## config.mk

```make
export PLATFORM = sky130hd
export DESIGN_NAME = wdog_reset_timer
export DESIGN_NICKNAME = d
export VERILOG_FILES = /design/src/rtl/wdt_pkg.sv /design/src/rtl/wdt_restart_sync.sv /design/src/rtl/wdt_counter.sv /design/src/rtl/wdt_pulse_stretch.sv /design/src/rtl/wdog_reset_timer.sv
export SDC_FILE = /design/constraint.sdc
export NUM_CORES = 1
export LEC_CHECK = 0
export BUFFER_PORTS_ARGS = -buffer_cell sky130_fd_sc_hd__buf_2
export CAP_MARGIN = 20
export CORE_ASPECT_RATIO = 1.4
export CORE_MARGIN = 8
export CORE_UTILIZATION = 30
export DETAILED_ROUTE_END_ITERATION = 10
export HOLD_SLACK_MARGIN = 0.05
export SYNTH_ARGS = -nofsm -noshare
export SYNTH_HDL_FRONTEND = slang
export SYNTH_SLANG_ARGS = --single-unit
```

## constraint.sdc

```tcl
create_clock -name clk -period 2.1 [get_ports clk]
set_clock_uncertainty 0.15 [all_clocks]
set_input_delay 0.21 -clock clk [delete_from_list [all_inputs] [get_ports clk]]
set_output_delay 0.21 -clock clk [all_outputs]
set_load 0.01 [all_outputs]
```

## src/rtl/wdt_pkg.sv

```systemverilog
package wdt_pkg;
   // Highest exponent used by the counter: BASE_LOG2 + (2^SEL_W - 1).
   function automatic int wdt_cnt_bits(input int base_log2, input int sel_w);
      return base_log2 + (1 << sel_w) - 1;
   endfunction

   // Bits needed to hold a count of 0..n.
   function automatic int wdt_hold_bits(input int n);
      return (n < 2) ? 1 : $clog2(n + 1);
   endfunction
endpackage

```

## src/rtl/wdt_restart_sync.sv

```systemverilog
// Holds a restart strobe from the system side until the next slow tick,
// so that the counter is cleared exactly once, on a tick boundary.
module wdt_restart_sync (
   input  logic clk,
   input  logic rst_n,
   input  logic tick_en,
   input  logic enable,
   input  logic restart,
   output logic pend
);
   logic pend_n;

   always_comb begin
      if (!enable)
         pend_n = 1'b0;
      else if (tick_en)
         pend_n = restart;          // consumed now; keep a strobe that arrives now
      else
         pend_n = pend | restart;
   end

   always_ff @(posedge clk or negedge rst_n) begin
      if (!rst_n) pend <= 1'b0;
      else        pend <= pend_n;
   end
endmodule

```

## src/rtl/wdt_counter.sv

```systemverilog
// Tick counter with a power-of-two limit that is compared on every tick.
module wdt_counter #(
   parameter int BASE_LOG2 = 14,
   parameter int SEL_W     = 3,
   parameter int CNT_W     = 21
) (
   input  logic             clk,
   input  logic             rst_n,
   input  logic             tick_en,
   input  logic             enable,
   input  logic [SEL_W-1:0] sel,
   input  logic             clr_pend,
   output logic [CNT_W-1:0] cnt,
   output logic             fire
);
   logic [CNT_W:0]   lim_pow;
   logic [CNT_W-1:0] lim_m1;

   always_comb begin
      lim_pow = (CNT_W+1)'(1) << (BASE_LOG2 + 32'(sel));
      lim_m1  = CNT_W'(lim_pow - (CNT_W+1)'(1));
   end

   always_ff @(posedge clk or negedge rst_n) begin
      if (!rst_n) begin
         cnt  <= '0;
         fire <= 1'b0;
      end else begin
         fire <= 1'b0;
         if (!enable) begin
            cnt <= '0;
         end else if (tick_en) begin
            if (clr_pend) begin
               cnt <= '0;
            end else if (cnt >= lim_m1) begin
               cnt  <= '0;
               fire <= 1'b1;
            end else begin
               cnt <= cnt + CNT_W'(1);
            end
         end
      end
   end
endmodule

```

## src/rtl/wdt_pulse_stretch.sv

```systemverilog
// Stretches the one-cycle time-out event into a reset request and keeps
// a sticky cause flag.
module wdt_pulse_stretch #(
   parameter int PULSE_LEN = 4
) (
   input  logic clk,
   input  logic rst_n,
   input  logic fire,
   input  logic flag_clr,
   output logic req,
   output logic flag
);
   localparam int PW = wdt_pkg::wdt_hold_bits(PULSE_LEN);

   generate
      if (PULSE_LEN == 1) begin : g_single
         logic req_q;
         always_ff @(posedge clk or negedge rst_n) begin
            if (!rst_n) req_q <= 1'b0;
            else        req_q <= fire;
         end
         assign req = req_q;
      end else begin : g_count
         logic [PW-1:0] left;
         always_ff @(posedge clk or negedge rst_n) begin
            if (!rst_n)          left <= '0;
            else if (fire)       left <= PW'(PULSE_LEN);
            else if (left != '0) left <= left - PW'(1);
         end
         assign req = (left != '0);
      end
   endgenerate

   always_ff @(posedge clk or negedge rst_n) begin
      if (!rst_n)        flag <= 1'b0;
      else if (fire)     flag <= 1'b1;
      else if (flag_clr) flag <= 1'b0;
   end
endmodule

```

## src/rtl/wdog_reset_timer.sv

```systemverilog
module wdog_reset_timer #(
   parameter int BASE_LOG2 = 14,
   parameter int SEL_W     = 3,
   parameter int PULSE_LEN = 4
) (
   input  logic             clk,
   input  logic             rst_n,
   input  logic             tick_en,
   input  logic             wd_enable,
   input  logic [SEL_W-1:0] scale_sel,
   input  logic             restart,
   input  logic             flag_clr,
   output logic             rst_req,
   output logic             wd_caused
);
   localparam int CNT_W = wdt_pkg::wdt_cnt_bits(BASE_LOG2, SEL_W);

   initial begin
      assert (BASE_LOG2 >= 1) else $error("BASE_LOG2 must be at least 1");
      assert (SEL_W >= 1 && SEL_W <= 4) else $error("SEL_W out of range");
      assert (CNT_W <= 62) else $error("counter too wide");
      assert (PULSE_LEN >= 1) else $error("PULSE_LEN must be at least 1");
   end

   logic             pend_q;
   logic [CNT_W-1:0] cnt_q;
   logic             fire_q;

   wdt_restart_sync u_sync (
      .clk     (clk),
      .rst_n   (rst_n),
      .tick_en (tick_en),
      .enable  (wd_enable),
      .restart (restart),
      .pend    (pend_q)
   );

   wdt_counter #(
      .BASE_LOG2 (BASE_LOG2),
      .SEL_W     (SEL_W),
      .CNT_W     (CNT_W)
   ) u_cnt (
      .clk      (clk),
      .rst_n    (rst_n),
      .tick_en  (tick_en),
      .enable   (wd_enable),
      .sel      (scale_sel),
      .clr_pend (pend_q),
      .cnt      (cnt_q),
      .fire     (fire_q)
   );

   wdt_pulse_stretch #(
      .PULSE_LEN (PULSE_LEN)
   ) u_pulse (
      .clk      (clk),
      .rst_n    (rst_n),
      .fire     (fire_q),
      .flag_clr (flag_clr),
      .req      (rst_req),
      .flag     (wd_caused)
   );
endmodule

```

* Word-level counts from Yosys, hierarchy flattened
Cells that the tools add are included. W data, S select, Z words.
Storage, ports and cells: output and inout bits 2, word-level logic and storage cells 30, bits of input ports 9, flip-flop bits (word level) 27
Operators by class: bitwise operators 1, muxes and demuxes 14, reductions and logical operators 3, $add $sub $neg 4, shifts and indexed selects 1, equality and inequality tests 1, order comparisons 1
Operators by type and width (count):
- $mux W21 | 4
- $shl A1 B32 Y21 const A | 1
- $add A21 B1 Y21 const B | 1
- $ge A21 B21 Y1 | 1
- $sub A21 B1 Y21 const B | 1
- $mux W1 | 8
- $mux W3 | 2
- $add A4 B3 Y5 const A | 1
- $reduce_bool A2 Y1 | 2
- $reduce_bool A3 Y1 | 1
- $sub A3 B1 Y3 const B | 1
- $ne A2 B2 Y1 const B | 1
- $or A1 B1 Y1 | 1

* Logic depth before layout (Yosys ltp)
Gate-level depths: netlist (run 1).
depth after elaboration 8, depth in mapped cells 15, gate-level depth less buffers 13

* Hierarchy
Synthesis (run 1) repeated with hierarchy kept, for this count alone.
Unflattened totals: cell total of the unflattened synthesis 243, area total of the unflattened synthesis 2134.5 µm²
By module, submodules not included:
- wdt_counter | cells an instance 221, area each 1871.8 µm², sequential area each 550.5 µm², times used 1
- wdt_pulse_stretch | cells an instance 19, area each 216.5 µm², sequential area each 100.1 µm², times used 1
- wdt_restart_sync | cells an instance 3, area each 46.3 µm², sequential area each 25.0 µm², times used 1

* Least setup slack after synthesis (run 1)
No wires, ideal clock.
kind in2reg, start input scale_sel[1], end register u_cnt.cnt[1], stages 14, data arrival time 2536 ps, buffers on the path 1, setup time 121 ps, path slack -707 ps, data required time 1829 ps, cell sequence inv_1 > ha_1 > inv_1 > or3_1 > xor2_1 > nand2_1 > ha_1 > nand4_1 > nor2_1 > o311ai_0 > and4b_1 > buf_6 > and2_4 > a22o_1
Between the ends: word-level cells in the longest chain between the ends 8
Ends and longest elaborated chain:
- from (decl) | line wdog_reset_timer.sv:10 | input logic [SEL_W-1:0] scale_sel,
- $add A4 B3 Y5 | line wdt_counter.sv:20 | lim_pow = (CNT_W+1)'(1) << (BASE_LOG2 + 32'(sel));
- $shl A1 B32 Y21 | line wdt_counter.sv:20
- $sub A21 B1 Y21 | line wdt_counter.sv:21 | lim_m1 = CNT_W'(lim_pow - (CNT_W+1)'(1));
- $ge A21 B21 Y1 | line wdt_counter.sv:35 | end else if (cnt >= lim_m1) begin
- $mux W21 | line wdt_counter.sv:35
- $mux W21 | line wdt_counter.sv:33 | if (clr_pend) begin
- $mux W21 | line wdt_counter.sv:32 | end else if (tick_en) begin
- $mux W21 | line wdt_counter.sv:30 | if (!enable) begin
- to (signal assigned) | line wdt_counter.sv:39 | cnt <= cnt + CNT_W'(1);
- to (decl) | line wdt_counter.sv:13 | output logic [CNT_W-1:0] cnt,
Every way passes these cells. The select of a mux whose other input is x is not followed. A chain may end at the register's enable or synchronous reset.

* Worst setup path after layout (run 1)
Same ends and word-level chain as after synthesis.

==> results.json, run 1 <==
{
  "status": "finished with violations",
  "violations": "setup timing",
  "cts_buffer_depth": 2,
  "worstSetupPathType": "primary input to flop",
  "gp_congestion": 0.801,
  "drv_cap": 0,
  "antennaDiodeCount": 0,
  "vias": 1953,
  "antenna_found_initial": 0,
  "core-area_um2": 6850,
  "die_y_um": 114,
  "p_total_uw": 1180,
  "yosys.cell_types.count": 45,
  "clkSinkCount": 27,
  "cts_made_buffers": 3,
  "boundaryPins": 11,
  "async_reset_ff_share_pct": 100,
  "track_usage_pct": 11.1,
  "overflow": 0,
  "final_common_cell": "buf_4",
  "ir_worst_vdd_uv": 252,
  "grt_max_degree": 28,
  "ant_nets": 0,
  "p_leak_uw": 0.00126,
  "drt_iter0_markers": 83,
  "drc_errors": 0,
  "relSlewSlack_pct": 26.4,
  "grt_setup_unrepaired": "yes",
  "nFillCells": 698,
  "cts-root-buf": "clkbuf_8",
  "ys_ff_latch": 27,
  "avgSynthCellArea_um2": 9.06,
  "hold_viol": 0,
  "synth_area_leaders": "dfrtp_1 (33%), ha_1 (13%), nand4_1 (4.8%)",
  "critPathLaunchType": "primary input",
  "synth.largest_area_cell": "dfrtp_1",
  "final_nets": 319,
  "rows": 36,
  "grt_first_pass_wirelength_mm": 9.04,
  "setup_tns_ps": -11410,
  "yosysWarningCount": 0,
  "portBuffers": 10,
  "tritoncts": "done",
  "final_util_pct": 41.2,
  "syn_area_um2": 2080,
  "wl_per_cell_um": 13.9,
  "power_density_nw_per_um2": 417,
  "area_delta_synth_final_pct": 35.8,
  "seq_area_frac_synth_pct": 32.5,
  "synth_cells": 229,
  "clk_pin_slew_ps": 100,
  "cts_htree_levels": 1,
  "setup_viol": 22,
  "drive_gt1_share_pct": 32.4,
  "pre_cts_ws_ps": -882,
  "synth_flop_cell": "dfrtp_1",
  "drv_slew": 0,
  "synth_edf_count": 0,
  "setup_ws_ps": -578,
  "crit_required_ps": 2120,
  "totalWireLength_mm": 5.30,
  "finalCritPeriodShare_pct": 128,
  "dpl.hpwl_mm": 3.87,
  "tightestPinTransition_ps": 1100,
  "crit_fanout": 6,
  "via_per_inst": 5.11,
  "die_area_um2": 9870,
  "start_util_pct": 30.3,
  "drt-pass1-iter-count": 5,
  "first_global_vias": 1999,
  "cp.arrival_ps": 2700,
  "end_kind": "flop",
  "die-width_um": 86.3,
  "fmax_ghz": 0.373,
  "final_cell_mix": "buf_4 (44), dfrtp_1 (27), nand2_1 (23), nand3_1 (19), ha_1 (19)",
  "hp-class": "primary input to flop",
  "synth_top_area_share_pct": 32.5,
  "worstSkewPairLatency_ps": 270,
  "final.min_clock_period_ps": 2680
}
-- path summary, 6_finish.rpt --
| check | cells past startpoint | endpoint | slack [ps] | from |
|---|---|---|---|---|
| setup / recovery | 15 | u_cnt.cnt[1] | -580 | scale_sel[1] |
| max in group asynchronous | 2 | u_cnt.cnt[12] | 1050 | rst_n |
| hold reg to reg | 1 | u_pulse.g_count.left[2] | 340 | u_pulse.g_count.left[2] |
| hold / removal | 3 | u_pulse.flag | 60 | flag_clr |
| setup reg to reg | 8 | u_cnt.cnt[10] | -210 | u_cnt.cnt[0] |
| min in group asynchronous | 2 | u_cnt.cnt[16] | 330 | rst_n |
-- through the flow --
stage	hold slack, ps	instance area [um^2]	instances
finish	57.0	2820	382
CTS	55.0	2730	379
global route	58.0	2820	382
floorplan	-236	2100	231
detailed placement	118	2540	370
global placement	127	2540	370
-- logic make-up (layout without fill, tap and decap cells) --
kind of cell             count (synthesis)  after routing  share of synthesized area [%]
adder cells (fa/ha/maj)                 22             22                           13.3
multiplexers                             4              4                           1.93
flip-flops                              27             27                           32.5
buffers and inverters                   25             81                           6.51
other                                    1              3                          0.181
AND/OR/NAND/NOR                         97             97                           25.5
XOR/XNOR                                 4              4                           1.69
AO/OA/AOI/OAI                           49             49                           18.4
-- where the power goes --
group / leakage (uW) / internal [uW] / switching, uW
clock network: 0.0000255 / 133 / 171
logic: 0.000867 / 137 / 159
registers: 0.000369 / 555 / 20.7
total: 0.00126 / 825 / 350
-- final cells by class --
| class | count | area, um^2 | area share (%) |
|---|---|---|---|
| Multi-Input combinational cell | 179 | 1390 | 49.4 |
| Sequential cell | 27 | 676 | 24.0 |
| Timing Repair Buffer | 64 | 531 | 18.8 |
| Tap cell | 95 | 119 | 4.22 |
| Inverter | 13 | 53.8 | 1.91 |
| Clock buffer | 3 | 41.3 | 1.46 |
| Clock inverter | 1 | 5.00 | 0.178 |
-- per-layer routing --
| layer | part of all wire [%] | vias to the layer above | track usage (%) |
|---|---|---|---|
| met5 | 0 | - | 0 |
| met4 | 1.8 | 0 | 3.34 |
| met3 | 2.0 | 8 | 0.862 |
| met2 | 56 | 33 | 22.6 |
| met1 | 40 | 952 | 11.4 |
| li1 | - | 960 | - |
-- critical path: stages --
cell and delay [ps]:
buf_8 80, inv_4 30, ha_4 260, inv_2 30, or3_1 310, xor2_1 130
nand2_1 100, ha_4 270, nand4_1 140, nor2_2 210, o311ai_2 120, and4b_2 270
buf_12 150, and2_4 150, a22o_1 230
-- synthesized netlist by cell type (2+ instances only) --
library cell	n
a31oi_1	10
xor2_1	2
nand3_1	19
a21o_1	2
o311ai_2	6
ha_1	22
nand2_1	23
buf_6	5
and3_1	3
buf_2	2
o2bb2ai_1	2
o21ai_0	5
o311ai_0	2
or2_2	2
and4_1	3
dfrtp_1	27
nor2_1	13
mux2i_1	4
inv_1	13
o311ai_1	2
a22o_1	2
and3b_1	2
clkbuf_1	4
nor2b_1	3
a21oi_1	10
nand2b_1	2
nor3_1	4
xnor2_1	2
a211oi_1	2
nand4_1	16
-- flip-flops by register name (all words and copies together) (netlist names) --
| register | flops |
|---|---|
| u_sync.pend | 1 |
| u_cnt.fire | 1 |
| u_pulse.g_count.left | 3 |
| u_cnt.cnt | 21 |
| u_pulse.flag | 1 |
-- timing repair --
item,in CTS,in global routing
cloned,1,0
gates resized for setup,25,10
pin swaps,15,9
setup buffers,1,2
hold endpoints to repair,28,1
setup endpoints to repair,22,22
hold buffers,3,1
(Power assumes the default switching activity.)
==> run 2, diff against run 1 <==
- SYNTH_HIERARCHICAL: default -> 1
==> run 2 against run 1 <==
Compared with the run above: the flow still finishes with violations (setup timing); first-iteration DRC count decreased by 25%; die area increased by 2.4%; area after synthesis increased by 2.8%; design area increased by 0.98%; cell count increased by 5.2%; combinational power increased by 18%; critical path depth unchanged; core utilization decreased by 0.14 points; fmax decreased by 0.95%; clock-buffer cell count unchanged; sequential share of layout area decreased by 0.23 points; critical endpoint is now u_cnt/cnt[15]; highest routed layer unchanged.
==> results.json, run 2 <==
{
  "setup_tns_ps": -11440,
  "synth_edf_count": 0,
  "synth_common_cells": "dfrtp_1 (27), ha_1 (27), nand2_1 (21)",
  "crit_fanout": 10,
  "min-delay-start": "wd_enable",
  "track_usage_pct": 11.4,
  "crit_family": "simple AND/OR/NAND/NOR gates",
  "hp-class": "primary input to flop",
  "portBuffers": 10,
  "grt_setup_unrepaired": "yes",
  "cts_buffer_depth": 2,
  "finalCritPeriodShare_pct": 129,
  "crit_start": "scale_sel[1]",
  "drt-pass1-iter-count": 4,
  "whs_path_depth": 4,
  "worstRegToRegCells": 9,
  "rows": 36,
  "power_density_nw_per_um2": 442,
  "holdWs_ps": 168,
  "reg.largest.list": "u_cnt/cnt x21, u_pulse/g_count.left x3",
  "p_leak_uw": 0.00134,
  "status": "finished with violations",
  "holdPathEnd": "u_cnt/fire",
  "final.min_clock_period_ps": 2700,
  "final_common_cell": "buf_4",
  "final_nets": 344,
  "antenna_found_initial": 0,
  "drv_slew": 0,
  "clkSinkCount": 27,
  "met3_usage_pct": 0.781,
  "largest_reg_flops": 21,
  "worst-path-buf-inv": 5,
  "path_cells": "buf_8, clkinvlp_4, ha_4, inv_2, or3_4, xnor2_2, ha_1, nand4_1, a211oi_2, o31a_1, nor4_4, buf_6, buf_6, a31oi_1, mux2i_1",
  "grtUsageMet2_pct": 21.1,
  "pre_cts_ws_ps": -876,
  "vias": 2007,
  "crit_required_ps": 2170,
  "rr_startpoint": "u_cnt/cnt[14]",
  "seq_area_frac_synth_pct": 31.7,
  "antennaDiodeCount": 0,
  "hold_viol": 0,
  "die_y_um": 116,
  "final_cell_mix": "buf_4 (45), dfrtp_1 (27), ha_1 (26), nand2_1 (20), nand3_1 (17)",
  "yosys.cell_types.count": 47,
  "cts_htree_levels": 1,
  "setup_ws_ps": -604,
  "path_common_cell": "buf_6",
  "clk_pin_slew_ps": 110,
  "tritoncts": "done",
  "grt-busiest-layer": "met2",
  "worstSkewPairLatency_ps": 290,
  "gp_congestion": 0.825,
  "end_kind": "flop",
  "cts-root-buf": "clkbuf_8",
  "synth_area_leaders": "dfrtp_1 (32%), ha_1 (16%), nand3_1 (4.5%)",
  "worstReg2RegEnd": "u_cnt/cnt[15]",
  "drv_cap": 0,
  "synth_cells": 243,
  "final_util_pct": 41.0,
  "ys_ff_latch": 27,
  "first_global_vias": 2082,
  "drive_gt1_share_pct": 28.3,
  "dpl.hpwl_mm": 4.14,
  "ir_worst_vdd_uv": 255,
  "crit_slowest_cell": "or3_4",
  "totalWireLength_mm": 5.42,
  "synth.largest_area_cell": "dfrtp_1",
  "tightestPinTransition_ps": 634,
  "grt_max_degree": 28,
  "setup_viol": 22,
  "cp.arrival_ps": 2770,
  "overflow": 0,
  "violations": "setup timing",
  "core-area_um2": 6940,
  "start_util_pct": 30.8,
  "fmax_ghz": 0.370,
  "critPathLaunchType": "primary input",
  "syn_area_um2": 2130,
  "synth_top_area_share_pct": 31.7,
  "grt_first_pass_wirelength_mm": 9.31,
  "wl_per_cell_um": 13.5,
  "rrSetupSlack_ps": -240,
  "area_delta_synth_final_pct": 33.4,
  "die-width_um": 87.3,
  "relSlewSlack_pct": 57.7,
  "via_per_inst": 4.99,
  "grtUsageMet1_pct": 12.6,
  "avgSynthCellArea_um2": 8.78,
  "slowest_delay_ps": 330,
  "synth_flop_cell": "dfrtp_1",
  "worstSetupPathType": "primary input to flop",
  "cts_made_buffers": 3,
  "async_reset_ff_share_pct": 100,
  "p_total_uw": 1260,
  "drc_errors": 0,
  "ant_nets": 0,
  "die_area_um2": 10100,
  "yosysWarningCount": 6,
  "boundaryPins": 11,
  "drt_iter0_markers": 62,
  "regMostFlops": "u_cnt/cnt"
}
run 2: changes by cell type in the layout (fill, tap and decap cells not counted), sizes merged, moves of 3 or more:
cell and change:
o311ai -10, nor4 +6, o21ai +6, ha +5
nand4 -5, conb +3, nand2 -3, nor2b +3
o211ai +3
run 2: timing repair:
action	in CTS	in global routing
pin swaps	2	10
gates resized for setup	6	22
setup endpoints to repair	22	22
hold buffers	4	0
setup buffers	2	3
endpoints found under the hold margin	29	0
run 2: kinds of logic (layout without fill, tap and decap cells):
group / Yosys count / in the layout / synth area share, %
multiplexers: 6 / 6 / 3.05
AO/OA/AOI/OAI: 51 / 51 / 15.1
flip-flops: 27 / 27 / 31.7
XOR/XNOR: 7 / 7 / 2.87
adder cells (fa/ha/maj): 27 / 27 / 15.8
other: 1 / 6 / 0.176
buffers and inverters: 22 / 81 / 4.45
AND/OR/NAND/NOR: 102 / 102 / 26.8
run 2: report_power, final:
part | internal, uW | switching, uW | leakage, uW
Clock | 135 | 190 | 0.0000217
Sequential | 557 | 25.9 | 0.000369
Combinational | 178 | 171 | 0.000946
Total | 871 | 386 | 0.00134
run 2: area by class of cell:
| type | count | area (um^2) |
|---|---|---|
| repair buffers | 62 | 472 |
| clock inverters | 1 | 7.51 |
| fillers | 741 | 4090 |
| inverters | 15 | 60.1 |
| clock buffers | 3 | 41.3 |
| well taps | 95 | 119 |
| flip-flops and latches | 27 | 676 |
| multi-input cells | 199 | 1470 |
run 2: metrics by stage:
stage,instances,area (um^2)
after CTS,399,2750
after global placement,389,2640
final,402,2850
after detailed placement,389,2640
after floorplan,248,2180
after global routing,402,2850
run 2: worst max path at each step:
stage / endpoint / cells after the start / slack [ps]
after global placement: u_cnt/cnt[2] / 14 / -760
final: u_cnt/cnt[15] / 15 / -600
after floorplan: u_cnt/cnt[19] / 13 / -620
after detailed placement: u_cnt/cnt[17] / 13 / -880
after global routing: u_cnt/cnt[15] / 15 / -720
after CTS: u_cnt/cnt[17] / 13 / -530
run 2: worst reg2reg max path, delay by kind of cell (launching register included):
| kind | cells | cell delay [ps] |
|---|---|---|
| adders and majority gates | 1 | 310 |
| DFF | 1 | 410 |
| and+or+nand+nor | 2 | 320 |
| AOI/OAI and AO/OA | 3 | 610 |
| muxes | 1 | 160 |
| buffers and inverters | 2 | 320 |
run 2: layer usage:
metal / wire length [um] / share of wire (%)
met2: 2820 / 52
met5: 0 / 0
met3: 63 / 1.2
met4: 144 / 2.7
met1: 2390 / 44
==> run 3, diff against run 2 <==
- CORE_MARGIN: 8 -> 5
==> run 3 against run 2 <==
Compared with the run above: the flow still finishes with violations (setup timing); hold slack gained 18 ps; sequential share of layout area shrank 1.2 points; register-to-register slack lost 20 ps; sequential power increased by 0.7%; setup slack better by 10 ps; wire length up 6.5%; critical endpoint is now u_cnt/cnt[3].
==> results.json, run 3 (synthesized netlist as in run 2, its figures left out) <==
{
  "fmax_ghz": 0.371,
  "crit_fanout": 6,
  "track_usage_pct": 13.9,
  "power_density_nw_per_um2": 423,
  "tightestPinTransition_ps": 618,
  "worst-path-buf-inv": 5,
  "setup_ws_ps": -594,
  "final_nets": 347,
  "drv_slew": 0,
  "final_cell_mix": "buf_4 (44), dfrtp_1 (27), ha_1 (24), nand2_1 (20), nand3_1 (15)",
  "antenna_found_initial": 0,
  "gp_congestion": 0.821,
  "p_leak_uw": 0.00138,
  "stdcell_count": 405,
  "crit_start": "scale_sel[1]",
  "p_switching_uw": 393,
  "die_y_um": 110,
  "final.min_clock_period_ps": 2690,
  "combPwrFrac_pct": 28.6,
  "via_per_inst": 5.15,
  "vias": 2084,
  "setup_viol": 22,
  "drive_gt1_share_pct": 31.6,
  "boundaryPins": 11,
  "crit_slowest_cell": "or3_4",
  "cts_buffer_depth": 2,
  "worstRegToRegCells": 9,
  "grt_max_degree": 28,
  "seq_power_share_pct": 46.1,
  "final_common_cell": "buf_4",
  "wl_per_cell_um": 14.2,
  "regMostFlops": "u_cnt/cnt",
  "postPlaceCellArea_um2": 2630,
  "slowest_delay_ps": 330,
  "critPathLaunchType": "primary input",
  "final_util_pct": 43.3,
  "crit_end": "u_cnt/cnt[3]",
  "totalWireLength_mm": 5.77,
  "worstReg2RegEnd": "u_cnt/cnt[3]",
  "reg.largest.list": "u_cnt/cnt x21, u_pulse/g_count.left x3",
  "rrSetupSlack_ps": -260,
  "end_kind": "flop",
  "core-area_um2": 6940,
  "cp_num_cells": 15,
  "die-width_um": 81.3,
  "crit_family": "simple AND/OR/NAND/NOR gates",
  "p_total_uw": 1270,
  "drv_cap": 0,
  "intPower_uw": 878,
  "path_cells": "buf_8, clkinvlp_4, ha_4, inv_2, or3_4, xnor2_2, ha_1, nand4_1, nor3_2, o2111a_1, nor4_4, buf_6, buf_6, a31oi_1, a31oi_1",
  "hold_viol": 0,
  "grt_setup_unrepaired": "yes",
  "violations": "setup timing",
  "ir_worst_vdd_uv": 293,
  "hp-class": "primary input to flop",
  "relSlewSlack_pct": 58.8,
  "start_util_pct": 30.8,
  "drt_iter0_markers": 81,
  "switching_share_pct": 30.9,
  "cts-root-buf": "clkbuf_8",
  "status": "finished with violations",
  "p_clk_share_pct": 25.3,
  "place_inst": 388,
  "cts_made_buffers": 3,
  "clkSinkCount": 27,
  "overflow": 0,
  "grt_first_pass_wirelength_mm": 9.87,
  "area_delta_synth_final_pct": 40.7,
  "worstSkewPairLatency_ps": 280,
  "antennaDiodeCount": 0,
  "ant_nets": 0,
  "drc_errors": 0,
  "die_area_um2": 8930,
  "cp.arrival_ps": 2710,
  "rr_startpoint": "u_cnt/cnt[1]",
  "cts_htree_levels": 1,
  "final_area_um2": 3000,
  "drt-pass1-iter-count": 4,
  "nFillCells": 713,
  "setup_tns_ps": -11130,
  "crit_required_ps": 2110,
  "dpl.hpwl_mm": 4.22,
  "rows": 36,
  "finalCritPeriodShare_pct": 128,
  "portBuffers": 10,
  "worstSetupPathType": "primary input to flop",
  "tritoncts": "done",
  "first_global_vias": 2153,
  "largest_reg_flops": 21,
  "clk_pin_slew_ps": 100
}
[run 3: worst min path at each step]
stage / startpoint / end / cells after the start
2_1_floorplan: rst_n / u_cnt/cnt[0] / 0
3_3_place_gp: rst_n / u_pulse/flag / 1
3_5_place_dp: rst_n / u_pulse/g_count.left[1] / 1
4_1_cts: wd_enable / u_cnt/fire / 4
5_1_grt: wd_enable / u_cnt/cnt[6] / 3
6_report: wd_enable / u_cnt/cnt[6] / 3
[run 3: worst min-delay path: cells and delay by family]
kind / cells / cell delay, ps
buf+inv: 1 / 120
compound gates: 1 / 90
simple gates: 1 / 160
[run 3: repair_timing]
action                                  4_1_cts  5_1_grt
hold buffers                                  4        0
hold endpoints to repair                     29        0
resized for setup                            26       17
pin swaps                                    11        6
gates cloned                                  2        0
buffers inserted                              3        4
endpoints found under the setup margin       22       22
[run 3: per-stage QoR]
| stage | hold slack (ps) | setup WS, ps |
|---|---|---|
| after CTS | 189 | -528 |
| final | 186 | -594 |
| after global routing | 205 | -722 |
| after detailed placement | 112 | -828 |
| after floorplan | -236 | -625 |
| after global placement | 107 | -755 |
[run 3: final cells by class]
class / instances / area [um^2] / share of cell area [%]
clock inverters: 1 / 7.51 / 0.250
inverters: 15 / 60.1 / 2.00
flip-flops and latches: 27 / 676 / 22.5
clock buffers: 3 / 41.3 / 1.38
multi-input cells: 199 / 1570 / 52.3
repair buffers: 65 / 529 / 17.6
well taps: 95 / 119 / 3.96
[run 3: metal layers]
layer	GRT usage (%)	wire, um	vias up
met4	6.40	130	0
met5	0	0	-
met2	25.9	3120	44
li1	-	-	1027
met1	15.9	2400	1002
met3	0.820	123	11
[run 3: power by group through the flow]
stage,combinational (uW),sequential (uW),clock (uW)
3_5_place_dp,328,596,0
4_1_cts,344,587,323
3_3_place_gp,318,593,0
5_1_grt,414,593,351
2_1_floorplan,232,589,0
6_report,363,587,322
